--- config.mk ---
export PLATFORM = sky130hd
export DESIGN_NAME = ecc_scrub_unit
export DESIGN_NICKNAME = d
export VERILOG_FILES = /design/src/rtl/ecc_scrub_pkg.sv /design/src/rtl/ecc_encoder.sv /design/src/rtl/ecc_decoder.sv /design/src/rtl/ecc_scrub_port.sv /design/src/rtl/ecc_sat_counter.sv /design/src/rtl/ecc_scrub_unit.sv
export SDC_FILE = /design/constraint.sdc
export NUM_CORES = 1
export LEC_CHECK = 0
export BUFFER_PORTS_ARGS = -buffer_cell sky130_fd_sc_hd__buf_4
export CORE_MARGIN = 10
export CORE_UTILIZATION = 57
export DETAILED_ROUTE_END_ITERATION = 8
export PLACE_DENSITY = 0.87
export SLEW_MARGIN = 20
export SYNTH_ARGS = -nofsm -noshare
export SYNTH_HDL_FRONTEND = slang
export SYNTH_SLANG_ARGS = --single-unit
--- constraint.sdc ---
create_clock -name clk -period 7.4 [get_ports clk]
set_input_delay 0.74 -clock clk [delete_from_list [all_inputs] [get_ports clk]]
set_output_delay 0.74 -clock clk [all_outputs]
set_load 0.03 [all_outputs]
--- src/rtl/ecc_scrub_pkg.sv ---
// Package: codeword geometry and helper functions shared by the
// corrector. Positions 1..71; powers of two hold Hamming bits, the
// rest hold data bits in ascending order.
package ecc_scrub_pkg;
    localparam int DATA_W = 64;
    localparam int HAM_W  = 7;
    localparam int CHK_W  = HAM_W + 1;
    localparam int CODE_N = DATA_W + HAM_W;

    // Scatter data and Hamming bits into codeword positions.
    function automatic logic [CODE_N:1] cw_place(input logic [DATA_W-1:0] d,
                                                 input logic [HAM_W-1:0]  h);
        logic [CODE_N:1] cw;
        int k;
        cw = '0;
        k  = 0;
        for (int p = 1; p <= CODE_N; p++) begin
            if ((p & (p - 1)) == 0) begin
                for (int i = 0; i < HAM_W; i++)
                    if (p == (1 << i)) cw[p] = h[i];
            end else begin
                cw[p] = d[k];
                k++;
            end
        end
        return cw;
    endfunction

    // Gather data bits back out of a codeword.
    function automatic logic [DATA_W-1:0] cw_extract(input logic [CODE_N:1] cw);
        logic [DATA_W-1:0] d;
        int k;
        d = '0;
        k = 0;
        for (int p = 1; p <= CODE_N; p++) begin
            if ((p & (p - 1)) != 0) begin
                d[k] = cw[p];
                k++;
            end
        end
        return d;
    endfunction

    // XOR of the indices of all set positions.
    function automatic logic [HAM_W-1:0] cw_syndrome(input logic [CODE_N:1] cw);
        logic [HAM_W-1:0] s;
        s = '0;
        for (int p = 1; p <= CODE_N; p++)
            if (cw[p]) s = s ^ HAM_W'(p);
        return s;
    endfunction

    // Full 8-bit check word: Hamming bits plus overall parity.
    function automatic logic [CHK_W-1:0] chk_encode(input logic [DATA_W-1:0] d);
        logic [HAM_W-1:0] h;
        h = cw_syndrome(cw_place(d, '0));
        return {(^d) ^ (^h), h};
    endfunction
endpackage

--- src/rtl/ecc_encoder.sv ---
// Module: ecc_encoder
// Combinational check-word generator. Assumes the codeword layout of
// ecc_scrub_pkg; no state.
module ecc_encoder
    import ecc_scrub_pkg::*;
(
    input  logic [DATA_W-1:0] data_i,
    output logic [CHK_W-1:0]  check_o
);
    // Compute check word from the data.
    always_comb check_o = chk_encode(data_i);
endmodule

--- src/rtl/ecc_decoder.sv ---
// Module: ecc_decoder
// Combinational syndrome decode and single-bit repair. Classifies the
// word as clean, repaired or uncorrectable. Syndromes pointing beyond
// position 71 are treated as uncorrectable.
module ecc_decoder
    import ecc_scrub_pkg::*;
(
    input  logic [DATA_W-1:0] data_i,
    input  logic [CHK_W-1:0]  check_i,
    output logic [DATA_W-1:0] data_o,
    output logic              sec_o,
    output logic              ded_o
);
    logic [CODE_N:1]  cw;
    logic [CODE_N:1]  cw_fix;
    logic [HAM_W-1:0] syn;
    logic             par_bad;

    // Rebuild codeword and evaluate syndrome and overall parity.
    always_comb begin
        cw      = cw_place(data_i, check_i[HAM_W-1:0]);
        syn     = cw_syndrome(cw);
        par_bad = (^cw) ^ check_i[CHK_W-1];
    end

    // Classify and flip the pointed-at position when repairable.
    always_comb begin
        cw_fix = cw;
        sec_o  = 1'b0;
        ded_o  = 1'b0;
        if (syn == '0) begin
            sec_o = par_bad;
        end else if (!par_bad || int'(syn) > CODE_N) begin
            ded_o = 1'b1;
        end else begin
            sec_o = 1'b1;
            for (int p = 1; p <= CODE_N; p++)
                if (HAM_W'(p) == syn) cw_fix[p] = ~cw[p];
        end
        data_o = cw_extract(cw_fix);
    end
endmodule

--- src/rtl/ecc_scrub_port.sv ---
// Module: ecc_scrub_port
// One-entry write-back request register on a valid/ready handshake.
// Assumes a new request may be loaded only when the slot is empty or
// being accepted; otherwise the new request is discarded.
module ecc_scrub_port #(
    parameter int ADDR_W = 16,
    parameter int DATA_W = 64,
    parameter int CHK_W  = 8
) (
    input  logic              clk,
    input  logic              rst_n,
    input  logic              load_i,
    input  logic [ADDR_W-1:0] addr_i,
    input  logic [DATA_W-1:0] data_i,
    input  logic [CHK_W-1:0]  check_i,
    output logic              valid_o,
    input  logic              ready_i,
    output logic [ADDR_W-1:0] addr_o,
    output logic [DATA_W-1:0] data_o,
    output logic [CHK_W-1:0]  check_o
);
    logic take;

    // Slot free this cycle, or emptied by acceptance.
    always_comb take = load_i && (!valid_o || ready_i);

    // Hold or replace the pending request.
    always_ff @(posedge clk) begin
        if (!rst_n) begin
            valid_o <= 1'b0;
            addr_o  <= '0;
            data_o  <= '0;
            check_o <= '0;
        end else if (take) begin
            valid_o <= 1'b1;
            addr_o  <= addr_i;
            data_o  <= data_i;
            check_o <= check_i;
        end else if (ready_i) begin
            valid_o <= 1'b0;
        end
    end

    AST_SCRUB_HOLD: assert property (@(posedge clk) disable iff (!rst_n)
        (valid_o && !ready_i) |=> (valid_o && $stable(addr_o) && $stable(data_o) && $stable(check_o)));
endmodule

--- src/rtl/ecc_sat_counter.sv ---
// Module: ecc_sat_counter
// Saturating event counter with synchronous clear; clear wins over an
// increment in the same cycle.
module ecc_sat_counter #(
    parameter int W = 16
) (
    input  logic         clk,
    input  logic         rst_n,
    input  logic         clr_i,
    input  logic         inc_i,
    output logic [W-1:0] count_o
);
    localparam logic [W-1:0] TOP = '1;

    // Count events, stick at the top value.
    always_ff @(posedge clk) begin
        if (!rst_n)                      count_o <= '0;
        else if (clr_i)                  count_o <= '0;
        else if (inc_i && count_o != TOP) count_o <= count_o + 1'b1;
    end

    AST_CNT_NO_WRAP: assert property (@(posedge clk) disable iff (!rst_n)
        (count_o == TOP && !clr_i) |=> (count_o == TOP));
    AST_CNT_STEP: assert property (@(posedge clk) disable iff (!rst_n)
        (!clr_i) |=> (count_o == $past(count_o) || count_o == $past(count_o) + 1'b1));
endmodule

--- src/rtl/ecc_scrub_unit.sv ---
// Module: ecc_scrub_unit (top)
// SECDED corrector for 64-bit words with 8 check bits: write-side
// encode, registered read-side correction, write-back of repaired
// words and saturating error counters. Assumes one read per cycle at
// most and a memory side that honours the valid/ready handshake.
module ecc_scrub_unit
    import ecc_scrub_pkg::*;
#(
    parameter int ADDR_W = 16,
    parameter int CNT_W  = 16
) (
    input  logic              clk,
    input  logic              rst_n,
    input  logic [63:0]       wr_data,
    output logic [7:0]        wr_check,
    input  logic              rd_valid,
    input  logic [ADDR_W-1:0] rd_addr,
    input  logic [63:0]       rd_data,
    input  logic [7:0]        rd_check,
    output logic              out_valid,
    output logic [63:0]       out_data,
    output logic              out_sec,
    output logic              out_ded,
    output logic              scrub_valid,
    input  logic              scrub_ready,
    output logic [ADDR_W-1:0] scrub_addr,
    output logic [63:0]       scrub_data,
    output logic [7:0]        scrub_check,
    input  logic              cnt_clear,
    output logic [CNT_W-1:0]  ce_count,
    output logic [CNT_W-1:0]  ue_count
);
    localparam int N_CNT = 2;

    logic [DATA_W-1:0] dec_data;
    logic              dec_sec;
    logic              dec_ded;
    logic [CHK_W-1:0]  fix_check;
    logic [N_CNT-1:0]  cnt_inc;
    logic [CNT_W-1:0]  cnt_val [N_CNT];

    ecc_encoder u_wr_enc (.data_i(wr_data), .check_o(wr_check));

    ecc_decoder u_dec (
        .data_i (rd_data),
        .check_i(rd_check),
        .data_o (dec_data),
        .sec_o  (dec_sec),
        .ded_o  (dec_ded)
    );

    ecc_encoder u_fix_enc (.data_i(dec_data), .check_o(fix_check));

    // Register the corrected result one cycle after the read.
    always_ff @(posedge clk) begin
        if (!rst_n) begin
            out_valid <= 1'b0;
            out_data  <= '0;
            out_sec   <= 1'b0;
            out_ded   <= 1'b0;
        end else begin
            out_valid <= rd_valid;
            out_data  <= dec_data;
            out_sec   <= rd_valid && dec_sec;
            out_ded   <= rd_valid && dec_ded;
        end
    end

    ecc_scrub_port #(.ADDR_W(ADDR_W), .DATA_W(DATA_W), .CHK_W(CHK_W)) u_scrub (
        .clk    (clk),
        .rst_n  (rst_n),
        .load_i (rd_valid && dec_sec),
        .addr_i (rd_addr),
        .data_i (dec_data),
        .check_i(fix_check),
        .valid_o(scrub_valid),
        .ready_i(scrub_ready),
        .addr_o (scrub_addr),
        .data_o (scrub_data),
        .check_o(scrub_check)
    );

    // Event strobes: index 0 repaired, index 1 uncorrectable.
    always_comb cnt_inc = {rd_valid && dec_ded, rd_valid && dec_sec};

    for (genvar g = 0; g < N_CNT; g++) begin : g_cnt
        ecc_sat_counter #(.W(CNT_W)) u_cnt (
            .clk    (clk),
            .rst_n  (rst_n),
            .clr_i  (cnt_clear),
            .inc_i  (cnt_inc[g]),
            .count_o(cnt_val[g])
        );
    end

    assign ce_count = cnt_val[0];
    assign ue_count = cnt_val[1];

    AST_FLAGS_EXCLUSIVE: assert property (@(posedge clk) disable iff (!rst_n)
        !(out_sec && out_ded));
    AST_OUT_LATENCY: assert property (@(posedge clk) disable iff (!rst_n)
        rd_valid |=> out_valid);
    AST_SCRUB_ONLY_ON_SEC: assert property (@(posedge clk) disable iff (!rst_n)
        $rose(scrub_valid) |-> (out_sec && !out_ded));
endmodule

# --- Word-level counts from Yosys, hierarchy flattened ---
# Cells that the tools add are included.
# W data, S select, Z words.
totals:
  ff_bits: 188
  in_bits: 157
  out_inout_bits: 196
classes:
  addsub: 2
  order_cmp: 1
  n_eq_ne: 73
  muxes: 278
  bitwise_logic: 271
  n_reduce_logical: 17
ops:
  columns: ["operator", "count"]
  rows:
  - ["$mux W6", 94]
  - ["$mux W5", 46]
  - ["$eq A6 B7 Y1 const A", 32]
  - ["$not A3 Y3", 69]
  - ["$not A4 Y4", 48]
  - ["$mux W7", 22]
  - ["$mux W71", 2]
  - ["$reduce_xor A64 Y1", 2]
  - ["$eq A5 B7 Y1 const A", 16]
  - ["$not A2 Y2", 52]
  - ["$not A5 Y5", 18]
  - ["$mux W4", 22]
  - ["$mux W1", 78]
  - ["$not A1 Y1", 72]
  - ["$reduce_xor A71 Y1", 1]
  - ["$eq A4 B7 Y1 const A", 8]
  - ["$eq A7 B7 Y1 const A", 8]
  - ["$add A16 B1 Y16 const B", 2]
  - ["$ne A16 B16 Y1 const B", 2]
  - ["$mux W3", 10]
  - ["$eq A3 B7 Y1 const A", 4]
  - ["$not A6 Y6", 3]
  - ["$eq A2 B7 Y1 const A", 2]
  - ["$reduce_xor A7 Y1", 2]
  - ["11 further kinds", 27]

# --- Longest topological paths before layout ---
# Gate-level depths: netlist of run 1.
logic_depth:
  depth_word: 268
  depth_mapped: 18

# --- Modules after synthesis ---
# A second synthesis of run 1 with hierarchy kept.
unflattened:
  hier_cells: 1260
  hier_area_um2: 12582.1
modules_own_cells:
  columns: ["module", "n_inst", "cells_each", "area_each_um2"]
  rows:
  - ["ecc_scrub_port", 1, 386, 3545.9]
  - ["ecc_decoder", 1, 316, 2700.1]
  - ["ecc_scrub_unit", 1, 143, 1833.0]
  - ["ecc_sat_counter", 2, 91, 864.6]
  - ["ecc_encoder at u_fix_enc", 1, 115, 1388.8]
  - ["ecc_encoder at u_wr_enc", 1, 118, 1385.1]

# --- Worst setup path before layout of run 1 ---
# No wires, ideal clock.
synth_path:
  kind: "input to register"
  startpoint: "in rd_data[25]"
  endpoint: "reg u_scrub.check_o[7]"
  t_arrival_ns: 5.228
  required_ns: 7.330
  setup_slack_ns: 2.102
  cell_stages: 15
  path_buffers: 1
  path_cell_list: "xnor3_1 xnor3_2 xor3_2 xnor2_4 nand3_1 and2_1 buf_2 nor4_2 xnor2_1 xnor3_1 xnor3_1 xnor3_1 xnor3_1 xnor3_1 a21oi_1"
synth_between:
  elab_chain_cells: 165
synth_rtl:
  columns: ["item", "line", "text"]
  rows:
  - ["start: declaration", "ecc_scrub_unit.sv:18", "input logic [63:0] rd_data,"]
  - ["$mux W5", "ecc_scrub_pkg.sv:49", "if (cw[p]) s = s ^ HAM_W'(p);"]
  - ["$mux W6", "ecc_scrub_pkg.sv:49", null]
  - ["$not A2 Y2 (no line) / $mux W6 (equally long branches)", null, null]
  - ["$mux W6 / $not A2 Y2 (equally long branches)", null, null]
  - ["$mux W6", "ecc_scrub_pkg.sv:49", null]
  - ["$not A3 Y3 (no line) / $not A2 Y2 (equally long branches)", null, null]
  - ["$mux W6", "ecc_scrub_pkg.sv:49", null]
  - ["$mux W6 / $not A3 Y3 (equally long branches)", null, null]
  - ["(+148 left out)", null, null]
  - ["$mux W7 (2 in a row)", "ecc_scrub_pkg.sv:49", null]
  - ["$not A3 Y3 (no line) / $mux W7 (equally long branches)", null, null]
  - ["$mux W7 / $not A3 Y3 (equally long branches)", null, null]
  - ["$mux W7", "ecc_scrub_pkg.sv:49", null]
  - ["$not A4 Y4 (no line)", null, null]
  - ["$mux W7", "ecc_scrub_pkg.sv:49", null]
  - ["$reduce_xor A7 Y1", "ecc_scrub_pkg.sv:57", "return {(^d) ^ (^h), h};"]
  - ["$xor A1 B1 Y1", "ecc_scrub_pkg.sv:57", null]
  - ["end signal: assignment", "ecc_scrub_port.sv:38", "check_o <= check_i;"]
  - ["end: declaration", "ecc_scrub_port.sv:20", "output logic [CHK_W-1:0] check_o"]
# Parallel ways exist; a longest one is shown, timed or not.
# A chain may end at the register's enable or synchronous reset.

# --- Worst setup path in the final report of run 1 ---
layout_path:
  startpoint: "in rd_data[50]"
  endpoint: "reg u_scrub.check_o[7]"
layout_between:
  elab_chain_cells: 126
layout_rtl:
  columns: ["item", "line"]
  rows:
  - ["$mux W6 (2 in a row)", "ecc_scrub_pkg.sv:49"]
  - ["$not A5 Y5 (no line)", null]
  - ["$mux W6 (2 in a row)", "ecc_scrub_pkg.sv:49"]
  - ["$not A5 Y5 (no line)", null]
  - ["$mux W6 (2 in a row)", "ecc_scrub_pkg.sv:49"]
  - ["$not A6 Y6 (no line)", null]
  - ["$mux W6", "ecc_scrub_pkg.sv:49"]
  - ["$mux W7", "ecc_scrub_pkg.sv:49"]
  - ["(+106 left out)", null]
  - ["$mux W7 (2 in a row)", "ecc_scrub_pkg.sv:49"]
  - ["$not A3 Y3 (no line) / $mux W7 (equally long branches)", null]
  - ["$mux W7 / $not A3 Y3 (equally long branches)", null]
  - ["$mux W7", "ecc_scrub_pkg.sv:49"]
  - ["$not A4 Y4 (no line)", null]
  - ["$mux W7", "ecc_scrub_pkg.sv:49"]
  - ["$reduce_xor A7 Y1", "ecc_scrub_pkg.sv:57"]
  - ["$xor A1 B1 Y1", "ecc_scrub_pkg.sv:57"]
# Parallel ways exist; a longest one is shown, timed or not.

==> results of run 1 <==
==> cells by family (layout without fill, tap and decap cells) <==
| kind of cell | Yosys count | in the layout |
|---|---|---|
| compound gates | 132 | 132 |
| xor+xnor | 441 | 441 |
| fa+ha+maj | 2 | 2 |
| buf+inv | 65 | 395 |
| flops | 188 | 188 |
| mux | 10 | 10 |
| simple gates | 400 | 400 |
==> layout by cell type (no fill, tap or decap), types with 10 or more instances in the layout <==
cell type  Yosys  layout
o21ai_0       13      13
xor2_1        80      80
dfxtp_1      188     188
nand2_1       62      62
nand4_1       10      10
buf_4          0     360
xnor2_1      299     299
nor2_1       211     211
a21oi_1       27      27
clkbuf_16      0      17
xnor3_1       44      44
nand3_1       21      21
nor3_1        41      41
a211oi_1      74      74
==> flip-flops by register name (all words and copies together), names as in the netlist <==
signal / count
g_cnt.u_cnt.count_o: 32
u_scrub.check_o: 8
out_ded: 1
u_scrub.valid_o: 1
u_scrub.data_o: 64
out_sec: 1
u_scrub.addr_o: 16
out_data: 64
out_valid: 1
==> layout make-up <==
type                       count  area share, %
multi-input combinational    985           50.4
sequential                   188           25.1
timing repair buffer         361           18.2
clock buffer                  17           2.84
tap                          270           2.25
clock inverter                14           1.15
inverter                       3         0.0918
==> path summary, 6_finish.rpt <==
check | startpoint | endpoint | slack, ns
worst max-delay path | rd_data[50] | u_scrub.check_o[7] | 1.51
worst min-delay path | u_scrub.addr_o[1] | u_scrub.addr_o[1] | 0.46
worst max register to register | g_cnt[1].u_cnt.count_o[8] | g_cnt[1].u_cnt.count_o[13] | 4.79
worst min register to register | u_scrub.addr_o[1] | u_scrub.addr_o[1] | 0.46
==> where the power goes <==
| part | leakage (uW) | internal [uW] | switching, uW |
|---|---|---|---|
| clock network | 0.000291 | 485 | 455 |
| logic | 0.00428 | 2410 | 3580 |
| registers | 0.00154 | 1200 | 84.0 |
| total | 0.00611 | 4090 | 4110 |
==> critical path: cells and delay by family <==
kind,cells,cell delay [ns]
xor gates and xnor gates,11,4.49
and+or+nand+nor,1,0.34
AOI/OAI and AO/OA,2,0.50
buffers and inverters,1,0.11
==> per-stage QoR <==
stage                     total power [uW]  hold slack, ns  setup WS, ns  instance area [um2]
after global routing                  8600           0.476          1.27                15000
final                                 8210           0.455          1.51                15000
after floorplan                       5560           0.582          2.10                11600
after detailed placement              7190           0.449          1.12                14400
after CTS                             8140           0.459          1.58                15000
after global placement                7140           0.442          1.09                14400
==> metal layers <==
metal	wire, um	part of all wire (%)	global-route usage [%]	vias up
li1	-	-	-	4743
met1	15800	37	35.5	4764
met2	20800	49	52.7	534
met3	4630	11	10.4	77
met4	1290	3.0	10.2	0
met5	0	0	0	-
==> impl_metrics.env, run 1 <==
export IMPL_hold_buffers=0
export IMPL_portBuffers=352
export IMPL_num_nets_final=1715
export IMPL_period_minus_slack_ns=5.89
export IMPL_cts_setup_buffers=0
export IMPL_grt_usage_pct=30.9
export IMPL_drt_total_wl_mm=42.5
export IMPL_drive_gt1_share_pct=27.3
export IMPL_dieArea_mm2=0.0264
export IMPL_io_pins=353
export IMPL_cts_tree="built"
export IMPL_cpPeakStageDelay_ns=0.87
export IMPL_ff_latch_area_mm2=0.00376
export IMPL_die_y_um=162
export IMPL_hold_violations=0
export IMPL_yosys_warnings=0
export IMPL_cts_root_buffer="clkbuf_16"
export IMPL_yosysUniqueCellTypes=58
export IMPL_maxClockFrequency_mhz=170
export IMPL_start_util_pct=57.5
export IMPL_hp_class="register to register"
export IMPL_netlist_area_mm2=0.0116
export IMPL_end_kind="register"
export IMPL_viasPerCell=5.50
export IMPL_fin_skew_ns=0.0109
export IMPL_post_dp_hpwl_mm=34.9
export IMPL_grt_overflow=0
export IMPL_routedWlPerCell_um=23.1
export IMPL_syn_avg_cell_area_um2=9.33
export IMPL_num_rows=52
export IMPL_clk_pin_slew_ns=0.08
export IMPL_n_antenna_cell=0
export IMPL_yosys_area_top_type="dfxtp_1"
export IMPL_grt_pass1_wl_mm=62.5
export IMPL_syn_inst=1238
export IMPL_fin_crit_sh_pct=79.6
export IMPL_vias=10100
export IMPL_synth_most_common_cell="xnor2_1"
export IMPL_final_core_util_pct=74.6
export IMPL_synth_edf_count=0
export IMPL_drv_cap=0
export IMPL_power_density_mw_per_mm2=547
export IMPL_worstMarginPinSlew_ns=1.18
export IMPL_cp_start_kind="input pin"
export IMPL_place_congestion=1.03
export IMPL_cpMaxStageDelayCell="xnor3_1"
export IMPL_antenna_found_initial=0
export IMPL_cts_resized=0
export IMPL_synthTopCellsByArea="dfxtp_1 33%, xnor2_1 23%, xnor3_1 8.6%"
export IMPL_grt_max_degree=92
export IMPL_dpl_cell_count=1807
export IMPL_ctsLongestPathBuffers=2
export IMPL_clkSinkCount=188
export IMPL_synth_simple_area_share_pct=15.4
export IMPL_ir_worst_vdd_mv=1.39
export IMPL_synthFlopType="dfxtp_1"
export IMPL_num_fill_cells=1472
export IMPL_synthXorXnorAreaFrac_pct=40.7
export IMPL_drc=0
export IMPL_core_mm2=0.0201
export IMPL_grt_setup_unrepaired="false"
export IMPL_muxShareOfSynthArea_pct=0.996
export IMPL_cts_buffers=17
export IMPL_r2r_cells=9
export IMPL_multiInputGateArea_mm2=0.00756
export IMPL_syn_to_final_growth_pct=29.8
export IMPL_cp_common_cell="xnor3_1"
export IMPL_worstPathMaxFanout=21
export IMPL_first_iter_violations=893
export IMPL_die_width_um=162
export IMPL_grt_pass1_vias=10300
export IMPL_synth_top_family_by_area="XOR/XNOR gates"
export IMPL_instances_no_fill=1838
export IMPL_status="finished clean"
export IMPL_drtPass1Iterations=7
export IMPL_arrival_ns=6.20
export IMPL_synth_compound_area_share_pct=8.04
export IMPL_synthAdderAreaFrac_pct=0.217
export IMPL_setup_viol=0
export IMPL_insertion_delay_ns=0.44
export IMPL_max_slew_margin_pct=21.1
export IMPL_yosysSeqAreaShare_pct=32.6
export IMPL_cp_required_ns=7.71
export IMPL_synthesis_nets=1397
export IMPL_drtAntennaViolNets=0
export IMPL_synth_async_sr_flop_share_pct=0
export IMPL_ys_ff_latch=188
export IMPL_synthTopCellsByCount="299 x xnor2_1, 211 x nor2_1, 188 x dfxtp_1"
export IMPL_leakagePower_uw=0.00611
export IMPL_worstPathCellList="buf_4 > xor3_1 > xnor2_1 > xnor2_1 > xnor3_1 > nand2_4 > a2111oi_4 > xnor2_1 > xnor3_1 > xnor3_1 > xnor3_1 > xnor3_1 > xnor3_1 > xnor3_1 > a21oi_1"
export IMPL_whs_path_depth=2
export IMPL_htreeDepth=4
export IMPL_finalSetupTns_ns=0
export IMPL_slew_violations=0
export IMPL_path_class="input pin to register"
export IMPL_synth_top_area_share_pct=32.6
Note: power is estimated with default switching activity, not from simulation.
==> inputs of run 2 (changes only) <==
--- a/config.mk
+++ b/config.mk
@@ -7,9 +7,9 @@
 export LEC_CHECK = 0
 export BUFFER_PORTS_ARGS = -buffer_cell sky130_fd_sc_hd__buf_4
 export CORE_MARGIN = 10
-export CORE_UTILIZATION = 57
+export CORE_UTILIZATION = 47
 export DETAILED_ROUTE_END_ITERATION = 8
-export PLACE_DENSITY = 0.87
+export PLACE_DENSITY = 0.77
 export SLEW_MARGIN = 20
 export SYNTH_ARGS = -nofsm -noshare
 export SYNTH_HDL_FRONTEND = slang
==> constraint.sdc (replaced) <==
create_clock -name clk -period 4.9 [get_ports clk]
set_input_delay 0.49 -clock clk [delete_from_list [all_inputs] [get_ports clk]]
set_output_delay 0.49 -clock clk [all_outputs]
set_load 0.03 [all_outputs]
==> run 2 against run 1 <==
Compared with the run above: combinational power up 89%; utilization down 3.3 points; die area up 19%; clock-buffer cell count up 1; setup slack worse by 1.4 ns; clock power up 52%; largest cell class unchanged; highest routed layer unchanged.
==> impl_metrics.env, run 2 (same netlist as run 1, synthesis figures left out) <==
export IMPL_place_area_mm2=0.0164
export IMPL_num_rows=57
export IMPL_leakagePower_uw=0.00745
export IMPL_worstPathMaxFanout=6
export IMPL_power_switching_uw=6910
export IMPL_max_slew_margin_pct=37.8
export IMPL_core_mm2=0.0242
export IMPL_drt_total_wl_mm=45.8
export IMPL_cts_root_buffer="clkbuf_16"
export IMPL_htreeDepth=4
export IMPL_routedWlPerCell_um=21.4
export IMPL_power_density_mw_per_mm2=849
export IMPL_num_nets_final=1963
export IMPL_drc=0
export IMPL_cpMaxStageDelayCell="xnor3_2"
export IMPL_drtPass1Iterations=5
export IMPL_cts_buffers=17
export IMPL_setup_viol=0
export IMPL_clkPwrFrac_pct=9.7
export IMPL_drtAntennaViolNets=0
export IMPL_critical_path_buf_inv_count=3
export IMPL_arrival_ns=5.13
export IMPL_hold_slack_ns=0.294
export IMPL_hp_class="input pin to register"
export IMPL_insertion_delay_ns=0.43
export IMPL_ir_worst_vdd_mv=0.727
export IMPL_maxClockFrequency_mhz=207
export IMPL_num_fill_cells=1920
export IMPL_layout_commonest_cell="buf_4"
export IMPL_hold_buffers=0
export IMPL_n_antenna_cell=0
export IMPL_status="finished clean"
export IMPL_mostFrequentLayoutCells="602 x buf_4, 283 x xnor2_1, 211 x nor2_1, 188 x dfxtp_1, 74 x xor2_1"
export IMPL_die_y_um=177
export IMPL_antenna_found_initial=0
export IMPL_reg_top3="out_data (64), u_scrub.data_o (64), g_cnt.u_cnt.count_o (32)"
export IMPL_comb_power_share_pct=77.1
export IMPL_portBuffers=352
export IMPL_cp_start_kind="input pin"
export IMPL_design_area_mm2=0.0173
export IMPL_grt_usage_pct=28.3
export IMPL_internal_power_uw=7770
export IMPL_fin_crit_sh_pct=98.4
export IMPL_switching_share_pct=47.0
export IMPL_crit_family="XOR/XNOR gates"
export IMPL_clk_pin_slew_ns=0.08
export IMPL_cp_required_ns=5.21
export IMPL_io_pins=353
export IMPL_slew_violations=0
export IMPL_path_class="input pin to register"
export IMPL_syn_to_final_growth_pct=49.7
export IMPL_dieArea_mm2=0.0313
export IMPL_cpPeakStageDelay_ns=0.47
export IMPL_start_util_pct=47.7
export IMPL_post_dp_hpwl_mm=38.9
export IMPL_ctsLongestPathBuffers=2
export IMPL_period_minus_slack_ns=4.82
export IMPL_drv_cap=0
export IMPL_worstPathCellList="buf_4 > xor3_1 > xnor3_2 > xnor3_2 > buf_4 > nand2b_1 > mux2_4 > or2_4 > buf_4 > a221o_1 > xor2_2 > xnor3_1 > xnor3_1 > xnor2_2 > xnor3_1 > xnor3_1 > a21oi_1"
export IMPL_grt_max_degree=93
export IMPL_grt_pass1_wl_mm=67.0
export IMPL_seq_power_share_pct=13.2
export IMPL_cts_tree="built"
export IMPL_first_iter_violations=772
export IMPL_viasPerCell=5.09
export IMPL_clkSinkCount=188
export IMPL_grt_pass1_vias=11100
export IMPL_place_congestion=1.01
export IMPL_fin_skew_ns=0.0140
export IMPL_vias=10900
export IMPL_die_width_um=177
export IMPL_hold_violations=0
export IMPL_drive_gt1_share_pct=39.7
export IMPL_cp_common_cell="xnor3_1"
export IMPL_worstMarginPinSlew_ns=0.932
export IMPL_grt_overflow=0
export IMPL_end_kind="register"
## run 2: cell count changes in the layout (fill, tap and decap cells not counted), moves of 3 or more
cell	before	now
xnor2_2	5	21
xor2_1	80	74
xor2_2	2	6
xnor2_1	299	283
xnor3_1	44	33
nor3_1	41	38
buf_12	1	6
buf_4	360	602
inv_8	6	2
clkinv_8	2	7
xnor3_2	3	14
## run 2: final timing paths
kind,from,to,slack (ns),cells after the start
worst max-delay path,rd_data[37],u_scrub.check_o[7],0.08,17
worst min-delay path,rd_addr[5],u_scrub.addr_o[5],0.29,3
worst max register to register,g_cnt[0].u_cnt.count_o[0],g_cnt[0].u_cnt.count_o[13],2.70,8
worst min register to register,u_scrub.addr_o[5],u_scrub.addr_o[5],0.46,2
## run 2: cell type report
class	instances	area, um2	share of cell area, %
clock inverters	14	188	1.08
clock buffers	18	439	2.54
well taps	324	405	2.34
flip-flops and latches	188	3760	21.8
repair buffers	609	4650	26.9
inverters	3	13.8	0.0796
multi-input cells	985	7840	45.3
## run 2: stage by stage
stage               instances  setup WS [ns]  power [uW]  util (%)   TNS, ns
finish                   2141         0.0788       14700      71.3         0
global route             2141       -0.00671       15400      71.3  -0.00671
CTS                      2132         0.0319       14300      70.5         0
detailed placement       2100         -0.637       12900      67.8     -1.03
global placement         2100         -0.554       12800      67.8    -0.923
floorplan                1238        0.00513        8440         -         0
## run 2: power groups by stage
stage / sequential, uW / combinational [uW] / clock (uW)
after floorplan: 2450 / 5990 / 0
after global placement: 1960 / 10800 / 0
after detailed placement: 1970 / 10900 / 0
after CTS: 1940 / 10900 / 1450
after global routing: 1960 / 11900 / 1500
final: 1940 / 11300 / 1430
## run 2: metal layers
layer | up-vias | wire [um] | track usage (%)
met5 | - | 0 | 0
met4 | 0 | 1340 | 8.72
met3 | 63 | 3930 | 7.40
met2 | 485 | 22700 | 49.8
met1 | 5120 | 17800 | 32.9
li1 | 5234 | - | -
## run 2: repair_timing
item	in CTS	in global routing
buffers inserted	0	9
endpoints found under the setup margin	1	1
resized for setup	9	32
pin swaps	0	27
endpoints found under the hold margin	0	0
## run 2: tightest hold or removal path, cell delays in order
cell,delay [ns]
buf_4,0.11
nand2_1,0.05
a21oi_1,0.05
